===== src/rtl/dirq_pkg.sv =====
package dirq_pkg;

  localparam int unsigned WORD_W    = 32;
  localparam int unsigned FP_VALID  = 31;

  // lowest set index of a pending vector, packed with a valid flag
  function automatic logic [WORD_W-1:0] fp_encode(input logic [WORD_W-1:0] pend);
    logic [WORD_W-1:0] w;
    w = '0;
    for (int i = WORD_W - 1; i >= 0; i--) begin
      if (pend[i]) begin
        w = WORD_W'(i);
        w[FP_VALID] = 1'b1;
      end
    end
    return w;
  endfunction

  // next cause value: clear written ones, then let live sources win
  function automatic logic [WORD_W-1:0] cause_next(input logic [WORD_W-1:0] cur,
                                                   input logic [WORD_W-1:0] clr,
                                                   input logic [WORD_W-1:0] src);
    return (cur & ~clr) | src;
  endfunction

endpackage


===== src/rtl/dirq_target.sv =====
module dirq_target #(
  parameter int unsigned N_SRC = 32
) (
  input  logic             clk,
  input  logic             rst_n,
  input  logic [N_SRC-1:0] src_lvl,
  input  logic             clr_we,
  input  logic             mask_we,
  input  logic [N_SRC-1:0] wr_bits,
  output logic [N_SRC-1:0] cause_q,
  output logic [N_SRC-1:0] mask_q,
  output logic [N_SRC-1:0] pend,
  output logic             irq_q
);
  import dirq_pkg::*;

  logic [N_SRC-1:0] clr_bits;
  logic [N_SRC-1:0] cause_d;
  logic [WORD_W-1:0] cause_d_w;

  assign clr_bits  = clr_we ? wr_bits : '0;
  assign cause_d_w = cause_next(WORD_W'(cause_q), WORD_W'(clr_bits), WORD_W'(src_lvl));
  assign cause_d   = cause_d_w[N_SRC-1:0];
  assign pend      = cause_q & mask_q;

  always_ff @(posedge clk) begin
    if (!rst_n) begin
      cause_q <= '0;
      mask_q  <= '0;
      irq_q   <= 1'b0;
    end else begin
      cause_q <= cause_d;
      if (mask_we) mask_q <= wr_bits;
      irq_q <= |pend;
    end
  end

  p_latch_r2: assert property (@(posedge clk) disable iff (!rst_n)
    1'b1 |=> ((cause_q & $past(src_lvl)) == $past(src_lvl)));

  p_clear_r3: assert property (@(posedge clk) disable iff (!rst_n)
    clr_we |=> ((cause_q & $past(wr_bits) & ~$past(src_lvl)) == '0));

  p_hold_r3: assert property (@(posedge clk) disable iff (!rst_n)
    !clr_we |=> ((cause_q & $past(cause_q)) == $past(cause_q)));

  p_mask_hold_r5: assert property (@(posedge clk) disable iff (!rst_n)
    !mask_we |=> $stable(mask_q));

  p_irq_level_r6: assert property (@(posedge clk) disable iff (!rst_n)
    1'b1 |=> (irq_q == (($past(cause_q) & $past(mask_q)) != '0)));

endmodule


===== src/rtl/dirq_regbus.sv =====
module dirq_regbus #(
  parameter int unsigned N_SRC = 32,
  parameter int unsigned N_TGT = 2,
  parameter int unsigned AW    = 5
) (
  input  logic             clk,
  input  logic             rst_n,
  input  logic             req_valid,
  input  logic             req_write,
  input  logic [AW-1:0]    req_addr,
  input  logic [31:0]      req_wdata,
  input  logic [N_SRC-1:0] cause_q [N_TGT],
  input  logic [N_SRC-1:0] mask_q  [N_TGT],
  input  logic [31:0]      fp_word [N_TGT],
  output logic [N_TGT-1:0] clr_we,
  output logic [N_TGT-1:0] mask_we,
  output logic             req_ready,
  output logic             rsp_valid,
  output logic [31:0]      rsp_rdata
);
  localparam int unsigned WIDX_W  = AW - 2;
  localparam int unsigned FP_BASE = 2 * N_TGT;
  localparam int unsigned N_WORDS = 3 * N_TGT;

  logic [WIDX_W-1:0] widx;
  logic              aligned;
  logic              wr_acc;
  logic              rd_acc;
  logic              unmapped;
  logic [31:0]       rd_mux;

  assign req_ready = 1'b1;
  assign widx      = req_addr[AW-1:2];
  assign aligned   = (req_addr[1:0] == 2'b00);
  assign wr_acc    = req_valid && req_ready && req_write;
  assign rd_acc    = req_valid && req_ready && !req_write;
  assign unmapped  = !aligned || (int'(widx) >= int'(N_WORDS));

  always_comb begin
    clr_we  = '0;
    mask_we = '0;
    rd_mux  = '0;
    if (!unmapped) begin
      for (int t = 0; t < int'(N_TGT); t++) begin
        if (int'(widx) == 2 * t) begin
          clr_we[t] = wr_acc;
          rd_mux    = 32'(cause_q[t]);
        end
        if (int'(widx) == 2 * t + 1) begin
          mask_we[t] = wr_acc;
          rd_mux     = 32'(mask_q[t]);
        end
        if (int'(widx) == int'(FP_BASE) + t) begin
          rd_mux = fp_word[t];
        end
      end
    end
  end

  always_ff @(posedge clk) begin
    if (!rst_n) begin
      rsp_valid <= 1'b0;
      rsp_rdata <= '0;
    end else begin
      rsp_valid <= rd_acc;
      rsp_rdata <= rd_acc ? rd_mux : '0;
    end
  end

  p_rsp_timing_r11: assert property (@(posedge clk) disable iff (!rst_n)
    1'b1 |=> (rsp_valid == $past(rd_acc)));

  p_unmapped_zero_r10: assert property (@(posedge clk) disable iff (!rst_n)
    (rd_acc && unmapped) |=> (rsp_rdata == 32'd0));

  p_one_strobe_r7: assert property (@(posedge clk) disable iff (!rst_n)
    $onehot0({clr_we, mask_we}));

  p_ready_r11: assert property (@(posedge clk) disable iff (!rst_n)
    req_ready);

endmodule


===== src/rtl/dual_irq_ctrl.sv =====
module dual_irq_ctrl #(
  parameter int unsigned N_SRC = 32,
  parameter int unsigned N_TGT = 2,
  parameter int unsigned AW    = 5
) (
  input  logic             clk,
  input  logic             rst_n,
  input  logic [N_SRC-1:0] irq_src,
  input  logic             req_valid,
  output logic             req_ready,
  input  logic             req_write,
  input  logic [AW-1:0]    req_addr,
  input  logic [31:0]      req_wdata,
  output logic             rsp_valid,
  output logic [31:0]      rsp_rdata,
  output logic [N_TGT-1:0] irq_out
);
  import dirq_pkg::*;

  logic [N_SRC-1:0] cause_q [N_TGT];
  logic [N_SRC-1:0] mask_q  [N_TGT];
  logic [N_SRC-1:0] pend    [N_TGT];
  logic [31:0]      fp_word [N_TGT];
  logic [N_TGT-1:0] clr_we;
  logic [N_TGT-1:0] mask_we;

  for (genvar t = 0; t < int'(N_TGT); t++) begin : g_tgt
    logic [31:0] pend_w;
    assign pend_w     = 32'(pend[t]);
    assign fp_word[t] = fp_encode(pend_w);

    dirq_target #(.N_SRC(N_SRC)) u_tgt (
      .clk     (clk),
      .rst_n   (rst_n),
      .src_lvl (irq_src),
      .clr_we  (clr_we[t]),
      .mask_we (mask_we[t]),
      .wr_bits (req_wdata[N_SRC-1:0]),
      .cause_q (cause_q[t]),
      .mask_q  (mask_q[t]),
      .pend    (pend[t]),
      .irq_q   (irq_out[t])
    );

    p_fp_lowest_r8: assert property (@(posedge clk) disable iff (!rst_n)
      fp_word[t][31] |-> (pend_w[fp_word[t][4:0]] &&
                          ((pend_w & ((32'd1 << fp_word[t][4:0]) - 32'd1)) == 32'd0)));

    p_fp_empty_r8: assert property (@(posedge clk) disable iff (!rst_n)
      !fp_word[t][31] |-> (pend_w == 32'd0 && fp_word[t] == 32'd0));
  end

  dirq_regbus #(.N_SRC(N_SRC), .N_TGT(N_TGT), .AW(AW)) u_bus (
    .clk       (clk),
    .rst_n     (rst_n),
    .req_valid (req_valid),
    .req_write (req_write),
    .req_addr  (req_addr),
    .req_wdata (req_wdata),
    .cause_q   (cause_q),
    .mask_q    (mask_q),
    .fp_word   (fp_word),
    .clr_we    (clr_we),
    .mask_we   (mask_we),
    .req_ready (req_ready),
    .rsp_valid (rsp_valid),
    .rsp_rdata (rsp_rdata)
  );

endmodule


===== config.mk =====
export PLATFORM = sky130hd
export DESIGN_NAME = dual_irq_ctrl
export DESIGN_NICKNAME = d
export VERILOG_FILES = /design/src/rtl/dirq_pkg.sv /design/src/rtl/dirq_target.sv /design/src/rtl/dirq_regbus.sv /design/src/rtl/dual_irq_ctrl.sv
export SDC_FILE = /design/constraint.sdc
export NUM_CORES = 1
export LEC_CHECK = 0
export BUFFER_PORTS_ARGS = -buffer_cell sky130_fd_sc_hd__buf_4
export CORE_MARGIN = 2
export CORE_UTILIZATION = 40
export DETAILED_ROUTE_END_ITERATION = 10
export RECOVER_POWER = 25
export SETUP_SLACK_MARGIN = 0.4
export SYNTH_ARGS = -nofsm -noshare
export SYNTH_HDL_FRONTEND = slang
export SYNTH_SLANG_ARGS = --single-unit

===== constraint.sdc =====
create_clock -name clk -period 1.69 [get_ports clk]
set_input_delay 0.338 -clock clk [delete_from_list [all_inputs] [get_ports clk]]
set_output_delay 0.338 -clock clk [all_outputs]
set_load 0.005 [all_outputs]

==> results.cfg, run 1 <==
[outcome]
status = finished with violations
violations = negative setup slack

[power]
internal_power_mw = 7.09
switchingPower_mw = 2.30
power_frac_comb_pct = 11.3
ir_drop_mv = 0.709
p_leak_nw = 5.24
finalPower_mw = 9.39
clock_power_share_pct = 45.3
seq_power_share_pct = 43.4
sw_frac_of_total_pct = 24.5
p_per_area_nw_per_um2 = 765

[setup_path]
path_max_fanout = 4
cp.buffers_inverters = 2
cpPeakStageDelay_ns = 0.33
cp-end-kind = register
crit_family = compound AO/OA/AOI/OAI gates
reg2regPathDepth = 8
arrival_ns = 2.19
slowest_stage = dfxtp_2
crit_path_start_kind = register
cp_num_cells = 8
crit_chain = a22o_1 -> a221oi_2 -> buf_4 -> a31oi_2 -> nor3_2 -> o221ai_2 -> o31ai_2 -> buf_4
crit_type = reg2reg
cpMostUsedCell = buf_4
critical_path_required_ns = 2.07

[timing]
final_max_slew_viol_count = 0
period_minus_slack_ns = 1.81
setup_violations = 6
hold_ws_ns = 0.145
slew_headroom_pct = 62.3
setup_ws_ns = -0.119
worstMarginPinSlew_ns = 0.565
max_freq_mhz = 553
fin_crit_sh_pct = 107
tns_ns = -0.252
hold_viol_final = 0
clock_skew_ns = 0.00868
rsz0062_at_grt = true

[clocking]
clock_latency_ns = 0.43
root_buffer = clkbuf_16
clock-sinks = 163
cts.path.max_buffers = 2
hold_buffers = 0
cts_tree = yes
numCtsBuffers = 17
ctsHtreeMaxLevel = 4
clk_pin_slew_ns = 0.07

[final_layout]
syn2layout_area_growth_pct = 61.7
final_area_um2 = 12300
fin_nets = 1231
finalCoreUtilization_pct = 65.8
final_cells = 1405
diodes = 0
fillCellCount = 1475
drive_gt1_share_pct = 51.0

[place]
post-place-ws_ns = -0.209
placed_cells = 1333
gp_congestion = 0.900
numPortBuffers = 107
hpwl_um = 17500
place_area_um2 = 9680

[synth]
syn_nets = 971
yosys_warnings = 0
synth_flop_cell = dfxtp_1
synth_area_um2 = 7590
yosysTopAreaCell = dfxtp_1
syn_inst = 898
ys_seq_elements = 163
synth_top_area_share_pct = 43.0
ys_async_sr_fraction_pct = 0
avgSynthCellArea_um2 = 8.45
ys_types = 59
ys_seq_area_share_pct = 43.0
synth.area.top_cells = dfxtp_1 (43%), nor2b_1 (10%), nand2_1 (9.2%)
synth_edf_count = 0

[global_route]
grt_pass1_wl_um = 42700
grt_max_degree = 131
grt_pass1_vias = 7753
gr-total-overflow = 0
antenna_found_initial = 0
track_usage_pct = 27.6

[floorplanning]
fp.dieW_um = 142
start_util_pct = 40.7
num_io_pins = 109
rows = 50
coreArea_um2 = 18600
die_y_um = 142
die-area_um2 = 20100

[flow_run]
maxCapViolCount = 0

[routing]
routed_wl_um = 28300
drc = 0
drt-wirelength-per-cell_um = 20.1
drt_pre_antenna_iters = 4
via_per_inst = 5.63
via_count = 7912
ant_nets = 0
drt_iter0_markers = 616

[min_path]
hold_path.class = in2reg
whs_path_depth = 3
==> area by class of cell <==
| type | count | area [um2] | share of cell area (%) |
|---|---|---|---|
| Clock inverter | 11 | 171 | 1.40 |
| Multi-Input combinational cell | 678 | 5300 | 43.2 |
| Tap cell | 234 | 293 | 2.39 |
| Sequential cell | 163 | 3280 | 26.7 |
| Clock buffer | 21 | 470 | 3.83 |
| Inverter | 2 | 7.51 | 0.0612 |
| Timing Repair Buffer | 296 | 2750 | 22.4 |
==> power by group through the flow <==
stage | Sequential, mW | Clock (mW) | Combinational [mW]
finish | 4.08 | 4.25 | 1.06
global placement | 4.14 | 0 | 0.856
detailed placement | 4.14 | 0 | 0.862
CTS | 4.07 | 4.27 | 1.00
global route | 4.09 | 4.44 | 1.12
floorplan | 4.14 | 0 | 0.386
==> worst paths after layout <==
check | startpoint | endpoint | slack (ns)
max | g_tgt[0].u_tgt.cause_q[16]$_SDFF_PN0_ | u_bus.rsp_rdata[3]$_SDFF_PP0_ | -0.12
min | irq_src[6] | g_tgt[0].u_tgt.cause_q[6]$_SDFF_PN0_ | 0.15
max reg2reg | g_tgt[0].u_tgt.cause_q[16]$_SDFF_PN0_ | u_bus.rsp_rdata[3]$_SDFF_PP0_ | -0.12
min reg2reg | g_tgt[1].u_tgt.mask_q[6]$_SDFFE_PN0P_ | g_tgt[1].u_tgt.mask_q[6]$_SDFFE_PN0P_ | 0.48
==> synthesized netlist by cell type, types with 4 or more instances <==
library cell and count:
nand2_1 186, dfxtp_1 163, nor2b_1 124, a21oi_1 76, mux2i_1 33, nor3_1 29, a211oi_1 28, clkbuf_1 28
o22ai_1 27, a22oi_1 21, a21boi_0 19, buf_2 16, nand3_1 15, a21boi_1 14, a22o_1 10, o21ai_0 9
nor2_1 8, a31oi_1 6, a32o_1 5, nand4_1 5, a32oi_1 4, and2_1 4, and3b_1 4, buf_4 4
buf_6 4, mux2_2 4, o2111ai_1 4
==> layout by cell type, fill, tap and decap left out, drive strengths merged, types with 2 or more instances in the layout <==
cell type / Yosys / layout
mux2: 4 / 4
a22o: 10 / 10
and2: 4 / 4
nor4: 2 / 2
clkbuf: 28 / 21
clkinv: 0 / 3
a221oi: 3 / 3
o221a: 3 / 3
o21ai: 9 / 9
nand3: 16 / 16
nor2: 8 / 8
a31oi: 6 / 6
and3b: 4 / 4
mux2i: 33 / 33
nor2b: 124 / 124
nand4: 5 / 5
a21oi: 76 / 76
a222oi: 3 / 3
dfxtp: 163 / 163
o221ai: 3 / 3
or2: 3 / 3
o211ai: 2 / 2
nor3: 31 / 31
o31ai: 2 / 2
a32o: 5 / 5
or3: 2 / 2
a32oi: 4 / 4
buf: 27 / 296
o2111ai: 4 / 4
nand2: 186 / 186
bufinv: 0 / 4
inv: 2 / 5
a22oi: 22 / 22
a211oi: 29 / 29
a21boi: 33 / 33
o22ai: 27 / 27
==> state kept, by name (all words and copies together) (netlist names) <==
register	count
g_tgt.u_tgt.mask_q	64
g_tgt.u_tgt.irq_q	2
u_bus.rsp_valid	1
u_bus.rsp_rdata	32
g_tgt.u_tgt.cause_q	64
==> logic make-up after synthesis <==
kind of cell	after synthesis	synth area share, %
AOI/OAI and AO/OA	248	22.3
buffers and inverters	57	3.68
muxes	38	5.24
and+or+nand+nor	391	25.8
DFF	163	43.0
other	1	0.0494
==> routing by layer <==
| layer | GRT usage (%) | part of all wire, % | vias to the layer above |
|---|---|---|---|
| met1 | 38.0 | 44 | 3825 |
| li1 | - | - | 3741 |
| met3 | 5.23 | 6.6 | 49 |
| met2 | 44.1 | 47 | 297 |
| met5 | 0 | 0 | - |
| met4 | 8.53 | 2.0 | 0 |
==> worst min-delay path, stage by stage <==
cell     delay [ns]
buf_4          0.09
a21oi_2        0.03
nor2b_1        0.08
==> repair_timing <==
item,in CTS,in global routing
setup endpoints to repair,134,140
pin swaps,132,69
gates cloned,13,0
buffers inserted,22,5
hold endpoints to repair,0,0
resized for setup,297,101
Note: power is estimated with default switching activity, not from simulation.
==> inputs of run 2 (changes only) <==
Settings changed: CORE_UTILIZATION 40 to 50, PLACE_DENSITY set to 0.74.
==> run 2 against run 1 <==
The flow still finishes with violations (negative setup slack). Via count is 7.3% higher. Setup slack worse by 0.018 ns. Clock skew is 0.0049 ns higher. Sequential share of layout area is 0.46 points higher. Count of clock-buffer cells in the layout is 1 lower. Register-to-register slack worse by 0.02 ns. Worst hold slack worse by 0.0042 ns. Critical endpoint is now u_bus.rsp_rdata[31]$_SDFF_PP0_. Largest power group is now sequential cells.
==> results.cfg, run 2 (synthesis gave the netlist of run 1 again) <==
[timing]
fin_crit_sh_pct = 108
final_max_slew_viol_count = 0
slew_headroom_pct = 65.2
clock_skew_ns = 0.0136
rsz0062_at_grt = true
hold_viol_final = 0
period_minus_slack_ns = 1.83
setup_ws_ns = -0.136
setup_violations = 4
worstMarginPinSlew_ns = 0.522
max_freq_mhz = 548

[floorplanning]
fp.dieW_um = 127
rows = 45
coreArea_um2 = 15000
num_io_pins = 109
die_y_um = 127
start_util_pct = 50.5
die-area_um2 = 16200

[routing]
drt-wirelength-per-cell_um = 22.7
ant_nets = 0
via_per_inst = 6.29
drt_pre_antenna_iters = 8
drc = 0
drt_iter0_markers = 1058
via_count = 8488
routed_wl_um = 30700

[setup_path]
rr_startpoint = g_tgt[1].u_tgt.mask_q[24]$_SDFFE_PN0P_
arrival_ns = 2.14
path_max_fanout = 2
cp-end-kind = register
critical_path_required_ns = 2.01
crit_path_start_kind = register
ff2ff_setup_slack_ns = -0.14
reg2regPathDepth = 6
r2r_end = u_bus.rsp_rdata[31]$_SDFF_PP0_
crit_type = reg2reg

[power]
p_leak_nw = 5.06
clock_power_share_pct = 42.8
ir_drop_mv = 0.816
internal_power_mw = 6.69
p_per_area_nw_per_um2 = 748
power_frac_comb_pct = 11.9
seq_power_share_pct = 45.3
switchingPower_mw = 2.33
sw_frac_of_total_pct = 25.8
finalPower_mw = 9.02

[final_layout]
fillCellCount = 823
register_area_um2 = 3280
drive_gt1_share_pct = 49.3
multiInputGateArea_um2 = 5290
final_cell_mix = buf_4 (212), dfxtp_1 (153), nor2b_1 (123), nand2_4 (83), nand2_1 (73)
final_common_cell = buf_4
fin_nets = 1221
diodes = 0
reg.largest.list = g_tgt.u_tgt.cause_q x64, g_tgt.u_tgt.mask_q x64, u_bus.rsp_rdata x32
syn2layout_area_growth_pct = 58.9

[global_route]
antenna_found_initial = 0
grt_max_degree = 130
track_usage_pct = 33.8
gr-total-overflow = 0
grt_pass1_vias = 7839
grt_pass1_wl_um = 42500

[place]
hpwl_um = 16500
gp_congestion = 0.903
post-place-ws_ns = -0.223
numPortBuffers = 107

[clocking]
cts_tree = yes
clock-sinks = 163
clock_latency_ns = 0.44
clk_pin_slew_ns = 0.07
numCtsBuffers = 17
ctsHtreeMaxLevel = 4
cts.path.max_buffers = 2
root_buffer = clkbuf_16

[min_path]
hold_path_end = g_tgt[0].u_tgt.cause_q[6]$_SDFF_PN0_
hold_path.class = in2reg
min_from = irq_src[6]
whs_path_depth = 3

[flow_run]
maxCapViolCount = 0

[outcome]
status = finished with violations
violations = negative setup slack
-- run 2: cell count changes in the layout (fill, tap and decap cells not counted), sizes merged --
cell      before  now
buf          296  256
bufbuf         0    1
bufinv         4    2
clkbuf        21   49
clkinv         3    8
clkinvlp       1    2
inv            5    2
-- run 2: how the worst max path moves through the flow --
stage	cells after the start	startpoint	to	slack, ns
finish	6	g_tgt[1].u_tgt.mask_q[24]$_SDFFE_PN0P_	u_bus.rsp_rdata[31]$_SDFF_PP0_	-0.14
global route	6	g_tgt[1].u_tgt.mask_q[24]$_SDFFE_PN0P_	u_bus.rsp_rdata[31]$_SDFF_PP0_	-0.23
CTS	6	g_tgt[0].u_tgt.cause_q[16]$_SDFF_PN0_	u_bus.rsp_rdata[31]$_SDFF_PP0_	-0.03
detailed placement	8	req_addr[3]	g_tgt[0].u_tgt.cause_q[5]$_SDFF_PN0_	-0.22
global placement	8	req_addr[3]	u_bus.rsp_rdata[0]$_SDFF_PP0_	-0.12
floorplan	8	req_addr[4]	g_tgt[0].u_tgt.mask_q[10]$_SDFFE_PN0P_	-0.02
-- run 2: final cells by class --
cell class | count | share of cell area [%]
inverter | 2 | 0.0622
timing repair buffer | 286 | 22.2
clock buffer | 20 | 3.70
sequential | 163 | 27.2
multi-input combinational | 678 | 43.8
clock inverter | 12 | 1.11
tap | 188 | 1.95
-- run 2: per-stage QoR --
stage                     TNS, ns  hold WS (ns)  cells  util, %  cell area, um2
after floorplan            -0.521         0.445    898        -            7730
after global placement     -10.75         0.455   1276     63.5            9540
after detailed placement   -17.35         0.467   1276     63.5            9540
after CTS                 -0.0395         0.132   1341     75.6           11400
after global routing       -0.915         0.149   1349     80.2           12100
final                      -0.470         0.141   1349     80.2           12100
-- run 2: routing by layer --
| metal | vias to the layer above | share of wire, % | track usage [%] |
|---|---|---|---|
| met2 | 612 | 46 | 54.8 |
| li1 | 3696 | - | - |
| met5 | - | 0 | 0 |
| met3 | 172 | 10 | 6.83 |
| met1 | 4008 | 38 | 44.2 |
| met4 | 0 | 5.8 | 14.2 |
-- run 2: what timing repair did --
item                                    CTS  global route
buffers inserted                         22             5
gates cloned                             11             3
endpoints found under the setup margin  131           142
pin swaps                               116           112
resized for setup                       223           151
hold endpoints to repair                  0             0
hold buffers                              0             0
-- run 2: critical path: stages, from the launching register on --
cell	delay (ns)
dfxtp_2	0.32
a22o_1	0.27
and3b_2	0.27
nand4_1	0.21
nor3_2	0.33
and2_4	0.21
o32ai_2	0.08
-- run 2: power groups by stage --
stage | clock network, mW | registers, mW | logic (mW)
final | 3.86 | 4.08 | 1.08
after global routing | 3.99 | 4.09 | 1.13
after CTS | 3.81 | 4.07 | 0.964
after detailed placement | 0 | 4.14 | 0.836
after global placement | 0 | 4.14 | 0.820
after floorplan | 0 | 4.14 | 0.386
